==> src/rtl/scl_pkg.sv <==
// Package: shared constants, types and field positions for the serial
// configuration loader. Index 0 of the bank is string position 2.
package scl_pkg;
    localparam int CFG_REGS = 19;

    typedef logic [CFG_REGS-1:0][7:0] cfg_bank_t;

    // Reset contents, index 18 first down to index 0
    localparam cfg_bank_t CFG_DEFAULT = {
        8'hFF, 8'hFF, 8'h0C, 8'hFE, 8'h00, 8'h51, 8'h00, 8'h40, 8'h40, 8'h00,
        8'hF0, 8'h00, 8'h80, 8'h00, 8'h00, 8'hFE, 8'h00, 8'h01, 8'hF4
    };

    // Field positions within the bank (string position minus 2)
    localparam int P_TUNE    = 0;
    localparam int P_LEN_A   = 2;
    localparam int P_SPEC    = 4;
    localparam int P_GAIN    = 5;
    localparam int P_THR_LO  = 6;
    localparam int P_THR_HI  = 8;
    localparam int P_SIG_ACC = 10;
    localparam int P_NOI_ACC = 11;
    localparam int P_OFFSET  = 12;
    localparam int P_VIEW    = 13;
    localparam int P_LEN_B   = 14;
    localparam int P_UWQ     = 16;
    localparam int P_HOLD    = 17;

    typedef enum logic [1:0] {RX_IDLE, RX_START, RX_DATA, RX_STOP} rx_state_t;
    typedef enum logic [1:0] {AS_COUNT, AS_COLLECT, AS_COMMIT} asm_state_t;
endpackage

==> src/rtl/scl_uart_rx.sv <==
// Module: scl_uart_rx
// Receives 8N1 bytes with a 16x oversampling tick and samples each bit at
// its middle. Assumes TICK_DIV >= 2 and SYNC_STAGES >= 2, and that rxd idles
// high. A start is taken only on a high-to-low edge, so a line left low after
// a bad stop bit is not mistaken for a new start.
module scl_uart_rx
    import scl_pkg::*;
#(
    parameter int TICK_DIV    = 651,
    parameter int SYNC_STAGES = 2
) (
    input  logic       clk,
    input  logic       rst_n,
    input  logic       rxd,
    output logic       byte_vld,
    output logic [7:0] byte_data,
    output logic       ferr_pulse,
    output logic       frame_err
);
    localparam int PW = $clog2(TICK_DIV + 1);

    logic [SYNC_STAGES-1:0] sync_q;
    logic                   rx_s, rx_prev, fall, tick;
    logic [PW-1:0]          pre;
    logic [3:0]             tcnt;
    logic [2:0]             bitn;
    logic [7:0]             sh;
    rx_state_t              state;

    assign rx_s = sync_q[SYNC_STAGES-1];
    assign fall = rx_prev & ~rx_s;
    assign tick = (pre == PW'(TICK_DIV - 1));

    // Bring the asynchronous line into the clock domain
    always_ff @(posedge clk) begin
        if (!rst_n) begin
            sync_q  <= '1;
            rx_prev <= 1'b1;
        end else begin
            sync_q  <= {sync_q[SYNC_STAGES-2:0], rxd};
            rx_prev <= rx_s;
        end
    end

    // Prescaler: one tick per sixteenth of a bit, held at zero while idle
    always_ff @(posedge clk) begin
        if (!rst_n || state == RX_IDLE || tick) pre <= '0;
        else                                    pre <= pre + 1'b1;
    end

    // Bit framing: start check at half a bit, then data and stop every 16 ticks
    always_ff @(posedge clk) begin
        if (!rst_n) begin
            state      <= RX_IDLE;
            tcnt       <= '0;
            bitn       <= '0;
            sh         <= '0;
            byte_vld   <= 1'b0;
            byte_data  <= '0;
            ferr_pulse <= 1'b0;
            frame_err  <= 1'b0;
        end else begin
            byte_vld   <= 1'b0;
            ferr_pulse <= 1'b0;
            case (state)
                RX_IDLE: begin
                    tcnt <= '0;
                    if (fall) state <= RX_START;
                end
                RX_START: if (tick) begin
                    if (tcnt == 4'd7) begin
                        tcnt  <= '0;
                        bitn  <= '0;
                        state <= rx_s ? RX_IDLE : RX_DATA;
                    end else tcnt <= tcnt + 1'b1;
                end
                RX_DATA: if (tick) begin
                    if (tcnt == 4'd15) begin
                        tcnt <= '0;
                        sh   <= {rx_s, sh[7:1]};
                        if (bitn == 3'd7) state <= RX_STOP;
                        else              bitn  <= bitn + 1'b1;
                    end else tcnt <= tcnt + 1'b1;
                end
                RX_STOP: if (tick) begin
                    if (tcnt == 4'd15) begin
                        state <= RX_IDLE;
                        if (rx_s) begin
                            byte_vld  <= 1'b1;
                            byte_data <= sh;
                            frame_err <= 1'b0;
                        end else begin
                            ferr_pulse <= 1'b1;
                            frame_err  <= 1'b1;
                        end
                    end else tcnt <= tcnt + 1'b1;
                end
                default: state <= RX_IDLE;
            endcase
        end
    end


    vld_ferr_excl_chk: assert property (@(posedge clk) disable iff (!rst_n)
        !(byte_vld && ferr_pulse));

    vld_single_chk: assert property (@(posedge clk) disable iff (!rst_n)
        byte_vld |=> !byte_vld);

    ferr_flag_chk: assert property (@(posedge clk) disable iff (!rst_n)
        ferr_pulse |-> frame_err);
endmodule

==> src/rtl/scl_assembler.sv <==
// Module: scl_assembler
// Interprets the byte stream as count-prefixed strings. Register bytes are
// collected into a staging bank, and a one-cycle commit is raised after the
// last one. Assumes bytes arrive at least one cycle apart.
module scl_assembler
    import scl_pkg::*;
(
    input  logic       clk,
    input  logic       rst_n,
    input  logic       byte_vld,
    input  logic [7:0] byte_data,
    input  logic       ferr_pulse,
    output logic       commit,
    output logic [7:0] commit_cnt,
    output cfg_bank_t  stage
);
    localparam int IW = $clog2(CFG_REGS);

    asm_state_t    state;
    logic [7:0]    cnt;
    logic [IW-1:0] idx;
    logic          cnt_ok;

    assign cnt_ok     = (byte_data != 8'd0) && (byte_data <= 8'(CFG_REGS));
    assign commit     = (state == AS_COMMIT);
    assign commit_cnt = cnt;

    // String sequencing: count, collect, commit
    always_ff @(posedge clk) begin
        if (!rst_n) begin
            state <= AS_COUNT;
            cnt   <= '0;
            idx   <= '0;
            stage <= '0;
        end else begin
            case (state)
                AS_COUNT: if (byte_vld && cnt_ok) begin
                    cnt   <= byte_data;
                    idx   <= '0;
                    state <= AS_COLLECT;
                end
                AS_COLLECT: begin
                    if (ferr_pulse) state <= AS_COUNT;
                    else if (byte_vld) begin
                        stage[idx] <= byte_data;
                        if (8'(idx) == cnt - 8'd1) state <= AS_COMMIT;
                        else                       idx   <= idx + 1'b1;
                    end
                end
                AS_COMMIT: state <= AS_COUNT;
                default:   state <= AS_COUNT;
            endcase
        end
    end


    commit_cnt_range_chk: assert property (@(posedge clk) disable iff (!rst_n)
        commit |-> (commit_cnt != 8'd0 && commit_cnt <= 8'(CFG_REGS)));

    commit_follows_byte_chk: assert property (@(posedge clk) disable iff (!rst_n)
        commit |-> $past(byte_vld));

    idx_bound_chk: assert property (@(posedge clk) disable iff (!rst_n)
        (state == AS_COLLECT) |-> (8'(idx) < cnt));
endmodule

==> src/rtl/scl_reg_bank.sv <==
// Module: scl_reg_bank
// Holds the configuration bytes. On commit, positions below the count take the
// staged bytes and the rest are kept. Reset loads the factory defaults.
module scl_reg_bank
    import scl_pkg::*;
(
    input  logic       clk,
    input  logic       rst_n,
    input  logic       commit,
    input  logic [7:0] commit_cnt,
    input  cfg_bank_t  stage,
    output cfg_bank_t  regs
);
    for (genvar i = 0; i < CFG_REGS; i++) begin : g_reg
        // One register byte: default on reset, staged byte when covered by a commit
        always_ff @(posedge clk) begin
            if (!rst_n)                              regs[i] <= CFG_DEFAULT[i];
            else if (commit && (8'(i) < commit_cnt)) regs[i] <= stage[i];
        end
    end


    first_load_chk: assert property (@(posedge clk) disable iff (!rst_n)
        commit |=> (regs[0] == $past(stage[0])));

    tail_keep_chk: assert property (@(posedge clk) disable iff (!rst_n)
        (commit && commit_cnt < 8'(CFG_REGS)) |=>
            (regs[CFG_REGS-1] == $past(regs[CFG_REGS-1])));

    hold_between_chk: assert property (@(posedge clk) disable iff (!rst_n)
        !commit |=> $stable(regs));
endmodule

==> src/rtl/ser_cfg_loader.sv <==
// Module: ser_cfg_loader (top)
// Serial receiver, string assembler and register bank, with the bank decoded
// into named fields. Complemented fields are presented as plain counts.
module ser_cfg_loader
    import scl_pkg::*;
#(
    parameter int TICK_DIV    = 651,
    parameter int SYNC_STAGES = 2
) (
    input  logic        clk,
    input  logic        rst_n,
    input  logic        rxd,
    output logic        frame_err,
    output logic [11:0] tune_word,
    output logic        spec_inv,
    output logic [7:0]  thr_gain,
    output logic [15:0] thr_lo,
    output logic [15:0] thr_hi,
    output logic [16:0] pkt_len_a,
    output logic [16:0] pkt_len_b,
    output logic [8:0]  sig_acc_len,
    output logic [8:0]  noise_acc_len,
    output logic [7:0]  thr_offset,
    output logic [3:0]  view_sig,
    output logic [3:0]  view_noise,
    output logic [3:0]  uw_qual,
    output logic [15:0] holdoff_sym
);
    logic       byte_vld, ferr_pulse, commit;
    logic [7:0] byte_data, commit_cnt;
    cfg_bank_t  stage, regs;
    logic [15:0] tune_raw;
    logic        unused_bits;

    scl_uart_rx #(.TICK_DIV(TICK_DIV), .SYNC_STAGES(SYNC_STAGES)) u_rx (
        .clk, .rst_n, .rxd,
        .byte_vld, .byte_data, .ferr_pulse, .frame_err
    );

    scl_assembler u_asm (
        .clk, .rst_n, .byte_vld, .byte_data, .ferr_pulse,
        .commit, .commit_cnt, .stage
    );

    scl_reg_bank u_bank (
        .clk, .rst_n, .commit, .commit_cnt, .stage, .regs
    );

    // Field decode, including the complemented encodings
    always_comb begin
        tune_raw      = {regs[P_TUNE+1], regs[P_TUNE]};
        tune_word     = tune_raw[11:0];
        spec_inv      = regs[P_SPEC][0];
        thr_gain      = regs[P_GAIN];
        thr_lo        = {regs[P_THR_LO+1], regs[P_THR_LO]};
        thr_hi        = {regs[P_THR_HI+1], regs[P_THR_HI]};
        pkt_len_a     = 17'h10000 - {1'b0, regs[P_LEN_A+1], regs[P_LEN_A]};
        pkt_len_b     = 17'h10000 - {1'b0, regs[P_LEN_B+1], regs[P_LEN_B]};
        sig_acc_len   = 9'd256 - {1'b0, regs[P_SIG_ACC]};
        noise_acc_len = 9'd256 - {1'b0, regs[P_NOI_ACC]};
        thr_offset    = regs[P_OFFSET];
        view_sig      = regs[P_VIEW][7:4];
        view_noise    = regs[P_VIEW][3:0];
        uw_qual       = regs[P_UWQ][3:0];
        holdoff_sym   = 16'hFFFF - {regs[P_HOLD+1], regs[P_HOLD]};
    end

    assign unused_bits = ^{tune_raw[15:12], regs[P_SPEC][7:1], regs[P_UWQ][7:4]};
endmodule

==> config.mk <==
export PLATFORM = sky130hd
export DESIGN_NAME = ser_cfg_loader
export DESIGN_NICKNAME = d
export VERILOG_FILES = /design/src/rtl/scl_pkg.sv /design/src/rtl/scl_uart_rx.sv /design/src/rtl/scl_assembler.sv /design/src/rtl/scl_reg_bank.sv /design/src/rtl/ser_cfg_loader.sv
export SDC_FILE = /design/constraint.sdc
export NUM_CORES = 1
export LEC_CHECK = 0
export ABC_AREA = 1
export BUFFER_PORTS_ARGS = -buffer_cell sky130_fd_sc_hd__clkbuf_2
export CAP_MARGIN = 0
export CORE_MARGIN = 3
export CORE_UTILIZATION = 43
export CTS_BUF_LIST = sky130_fd_sc_hd__clkbuf_4
export CTS_CLUSTER_SIZE = 8
export DETAILED_ROUTE_END_ITERATION = 12
export MAX_ROUTING_LAYER = met4
export PLACE_DENSITY_LB_ADDON = 0.25
export SLEW_MARGIN = 25
export SYNTH_ARGS = -nofsm -noshare
export SYNTH_HDL_FRONTEND = slang
export SYNTH_SLANG_ARGS = --single-unit
export TNS_END_PERCENT = 5
==> constraint.sdc <==
create_clock -name clk -period 2.9 [get_ports clk]
set_input_delay 0.58 -clock clk [delete_from_list [all_inputs] [get_ports clk]]
set_output_delay 0.58 -clock clk [all_outputs]
set_load 0.1 [all_outputs]
==> impl_metrics.csv <==
group,metric,value,unit
status,outcome,"finished, violations left",
status,violations,"negative setup slack",
power,p_leak,6.784,nW
critical_path,setup.worst_path.end_class,"output pin",
clock_tree,cts_tree,"done",
die,initial_core_util,0.4394,
drt,viasPerCell,4.987,
yosys,synthCells,1690,
die,chipWidth,183.5,um
clock_tree,cts_root_buf,"clkbuf_4",
yosys,synth_top_area_share,0.4877,
yosys,syn-num-nets,1710,
yosys,synthFlopType,"dfxtp_1",
yosys,synth_edf_count,0,
timing,rsz0062_at_grt,"true",
place,dp.cells,2094,
layout,final_cell_area,15440,um^2
layout,fillers,3005,
global_routing,busiest_layer,"met2",
global_routing,grtUsageMet3,0.03443,
yosys,yosysUniqueCellTypes,42,
drt,dr.pass1.iters,5,
layout,final_nets,1811,
critical_path,cp-start-kind,"register",
power,p_per_area,544.1,nW/um^2
die,core-area,30830,um^2
layout,fin_util,0.5009,
die,die_area,33670,um^2
layout,multiInputGateArea,5685,um^2
die,row_count,64,
clock_tree,cts.sink_count,330,
global_routing,grt_pass1_vias,10686,
die,io_pins,145,
place,hpwl,21050,um
layout,seq_area,6611,um^2
drt,vias,11176,
power,ir_drop,0.3103,mV
critical_path,critical_path_arrival,2450,ps
clock_tree,cts_buffers,84,
global_routing,antenna_found_initial,1,
job,cap_violations,0,
layout,stdcell_count,2241,
global_routing,grt_usage,0.1963,
critical_path,required,2320,ps
timing,worstMarginPinSlew,788.6,ps
global_routing,globalRouteMet2Util,0.3113,
timing,finalHoldViolCount,0,
timing,holdWs,135.9,ps
yosys,netlist_area,13550,um^2
place,routabilityCongestion,0.8967,
timing,slew_headroom,0.4743,
drt,wl_per_cell,14.47,um
clock_tree,clk_latency,680,ps
global_routing,grt_overflow,0,
place,dpl_cell_area,14110,um^2
timing,fmax,329.8,MHz
yosys,yosysSeqAreaShare,0.4877,
layout,area_growth_syn_to_layout,13.98,%
place,numPortBuffers,144,
yosys,yosys-top-cells-area,"dfxtp_1, o21ai_0, a21oi_1, nor2_1, buf_4",
yosys,synth-seq-cells,330,
clock_tree,clockBufferDepth,3,
timing,post-route-period-util,1.046,
global_routing,grt_pass1_wl,53120,um
die,dieHeight,183.5,um
critical_path,cp_max_fo,3,
global_routing,grt_start_max_net_pins,169,
timing,fin_skew,50.01,ps
global_routing,met1_usage,0.2546,
clock_tree,htreeDepth,3,
timing,drv_slew,0,
timing,period_needed,3032,ps
timing,setup_viol,9,
drt,drcViolationCount,0,
layout,drive_above_1_share,0.2050,
min_path,hold_path.class,"input pin to register",
yosys,syn-mean-instance-area,8.016,um^2
drt,drt-total-wl,32430,um
clock_tree,cts_hold_buffers,0,
yosys,async_reset_ff_frac,0,
timing,worst_slack,-132.5,ps
drt,ant_nets,0,
yosys,synth_top_area_cell,"dfxtp_1",
yosys,yosys_warnings,0,
drt,drt_iter0_drc,839,
critical_path,crit_type,"register to output pin",
clock_tree,clkTransAtPathRegs,60,ps
==> state kept, by name, indices dropped and copies added (netlist names), named ones only <==
name and count:
u_asm.state 2, u_rx.ferr_pulse 1, u_asm.idx 5, u_rx.pre 10, u_rx.frame_err 1, u_bank.regs 137
u_rx.byte_vld 1, u_rx.sync_q 2, u_rx.tcnt 4, u_rx.bitn 3, u_rx.sh 8, u_rx.state 1
u_rx.byte_data 8, u_rx.rx_prev 1, u_asm.commit_cnt 8, u_asm.stage 137
==> layout make-up <==
type	instances	area share
tap	396	0.03209
multi-input combinational	1063	0.3682
antenna	1	0.0001621
sequential	330	0.4282
clock inverter	22	0.007374
timing repair buffer	165	0.07123
inverter	147	0.03590
clock buffer	117	0.05688
==> power by group <==
| group | leakage (nW) | internal [mW] | switching [mW] |
|---|---|---|---|
| sequential | 2.66 | 4.54 | 0.00933 |
| combinational | 3.53 | 0.0430 | 0.108 |
| clock | 0.589 | 1.93 | 1.76 |
==> worst paths after layout <==
path	cells after the start	slack [ps]	start	to
worst max-delay path	10	-130	u_bank.regs[18]$_SDFFE_PN0P_	pkt_len_a[13]
worst min register to register	1	420	u_rx.sync_q[0]$_SDFF_PN1_	u_rx.sync_q[1]$_SDFF_PN1_
worst min-delay path	2	140	rxd	u_rx.sync_q[0]$_SDFF_PN1_
worst max register to register	8	680	u_asm.commit_cnt[4]$_SDFFE_PN0P_	u_bank.regs[116]$_SDFFE_PN0P_
==> logic make-up after synthesis <==
family	count (synthesis)	synth area share
adders and majority gates	17	0.01570
and+or+nand+nor	507	0.1661
AOI/OAI and AO/OA	494	0.1935
buffers and inverters	297	0.1080
DFF	330	0.4877
xor gates and xnor gates	45	0.02909
==> layer usage <==
layer / routed length [um] / vias to the layer above
li1: - / 5765
met1: 15260 / 5109
met2: 15120 / 251
met3: 1415 / 51
met4: 627 / 0
met5: 0 / -
==> synth_stat cells, drive strengths merged (3+ instances only) <==
| cell type | n |
|---|---|
| nand4 | 11 |
| clkinv | 6 |
| nand2 | 169 |
| o21ai | 263 |
| clkbuf | 47 |
| xnor2 | 9 |
| nor4 | 5 |
| ha | 17 |
| o211ai | 25 |
| buf | 103 |
| inv | 141 |
| nor3 | 22 |
| dfxtp | 330 |
| o31ai | 5 |
| nand3 | 58 |
| xor2 | 36 |
| nor2 | 234 |
| a21oi | 194 |
| or2 | 3 |
| nor3b | 4 |
==> worst max-delay path, cell delays in order (launching register included) <==
cell and delay [ps]:
dfxtp_2 330, inv_2 90, nand3_2 90, nor2_2 130, nand2_2 80, nor3_4 270, nand2_2 90, nor2_4 160
nand3_2 100, xor2_2 220, buf_12 200
==> per-stage QoR <==
stage               total power, mW  setup TNS, ps  setup slack (ps)
global placement              4.805              0             288.2
detailed placement            4.806              0             184.8
CTS                           8.544          -1496            -239.4
finish                        8.401         -474.7            -132.5
global route                  8.778          -2968            -302.2
floorplan                     4.771          -4418            -470.1
==> placed cells by master (no fill, tap or decap), types with 2 or more instances in the layout <==
| cell type | instances |
|---|---|
| buf_6 | 9 |
| clkinv_1 | 24 |
| o21ai_0 | 259 |
| o31ai_1 | 4 |
| o211ai_1 | 25 |
| nor2_1 | 201 |
| nor3_1 | 15 |
| inv_1 | 128 |
| nor3_4 | 4 |
| dfxtp_1 | 326 |
| buf_2 | 2 |
| or2_2 | 2 |
| xor2_2 | 5 |
| xor2_1 | 31 |
| o21ai_2 | 3 |
| nor3_2 | 3 |
| ha_1 | 16 |
| buf_4 | 21 |
| a21oi_2 | 4 |
| nand4_1 | 11 |
| clkbuf_8 | 4 |
| nor2_4 | 25 |
| clkbuf_2 | 117 |
| buf_12 | 8 |
| nor4_1 | 4 |
| nor3b_1 | 4 |
| clkbuf_4 | 121 |
| a21oi_1 | 189 |
| nand2_1 | 161 |
| dfxtp_2 | 4 |
| xnor2_1 | 9 |
| inv_2 | 13 |
| nand3_1 | 51 |
| nor2_2 | 8 |
| nand3_2 | 7 |
| nand2_2 | 7 |
==> timing repair <==
item	in CTS	in global routing
setup buffers	6	1
endpoints found under the setup margin	23	25
cloned	0	0
pin swaps	10	10
resized for setup	49	36
No activity file was read; power rests on OpenSTA's default activity.
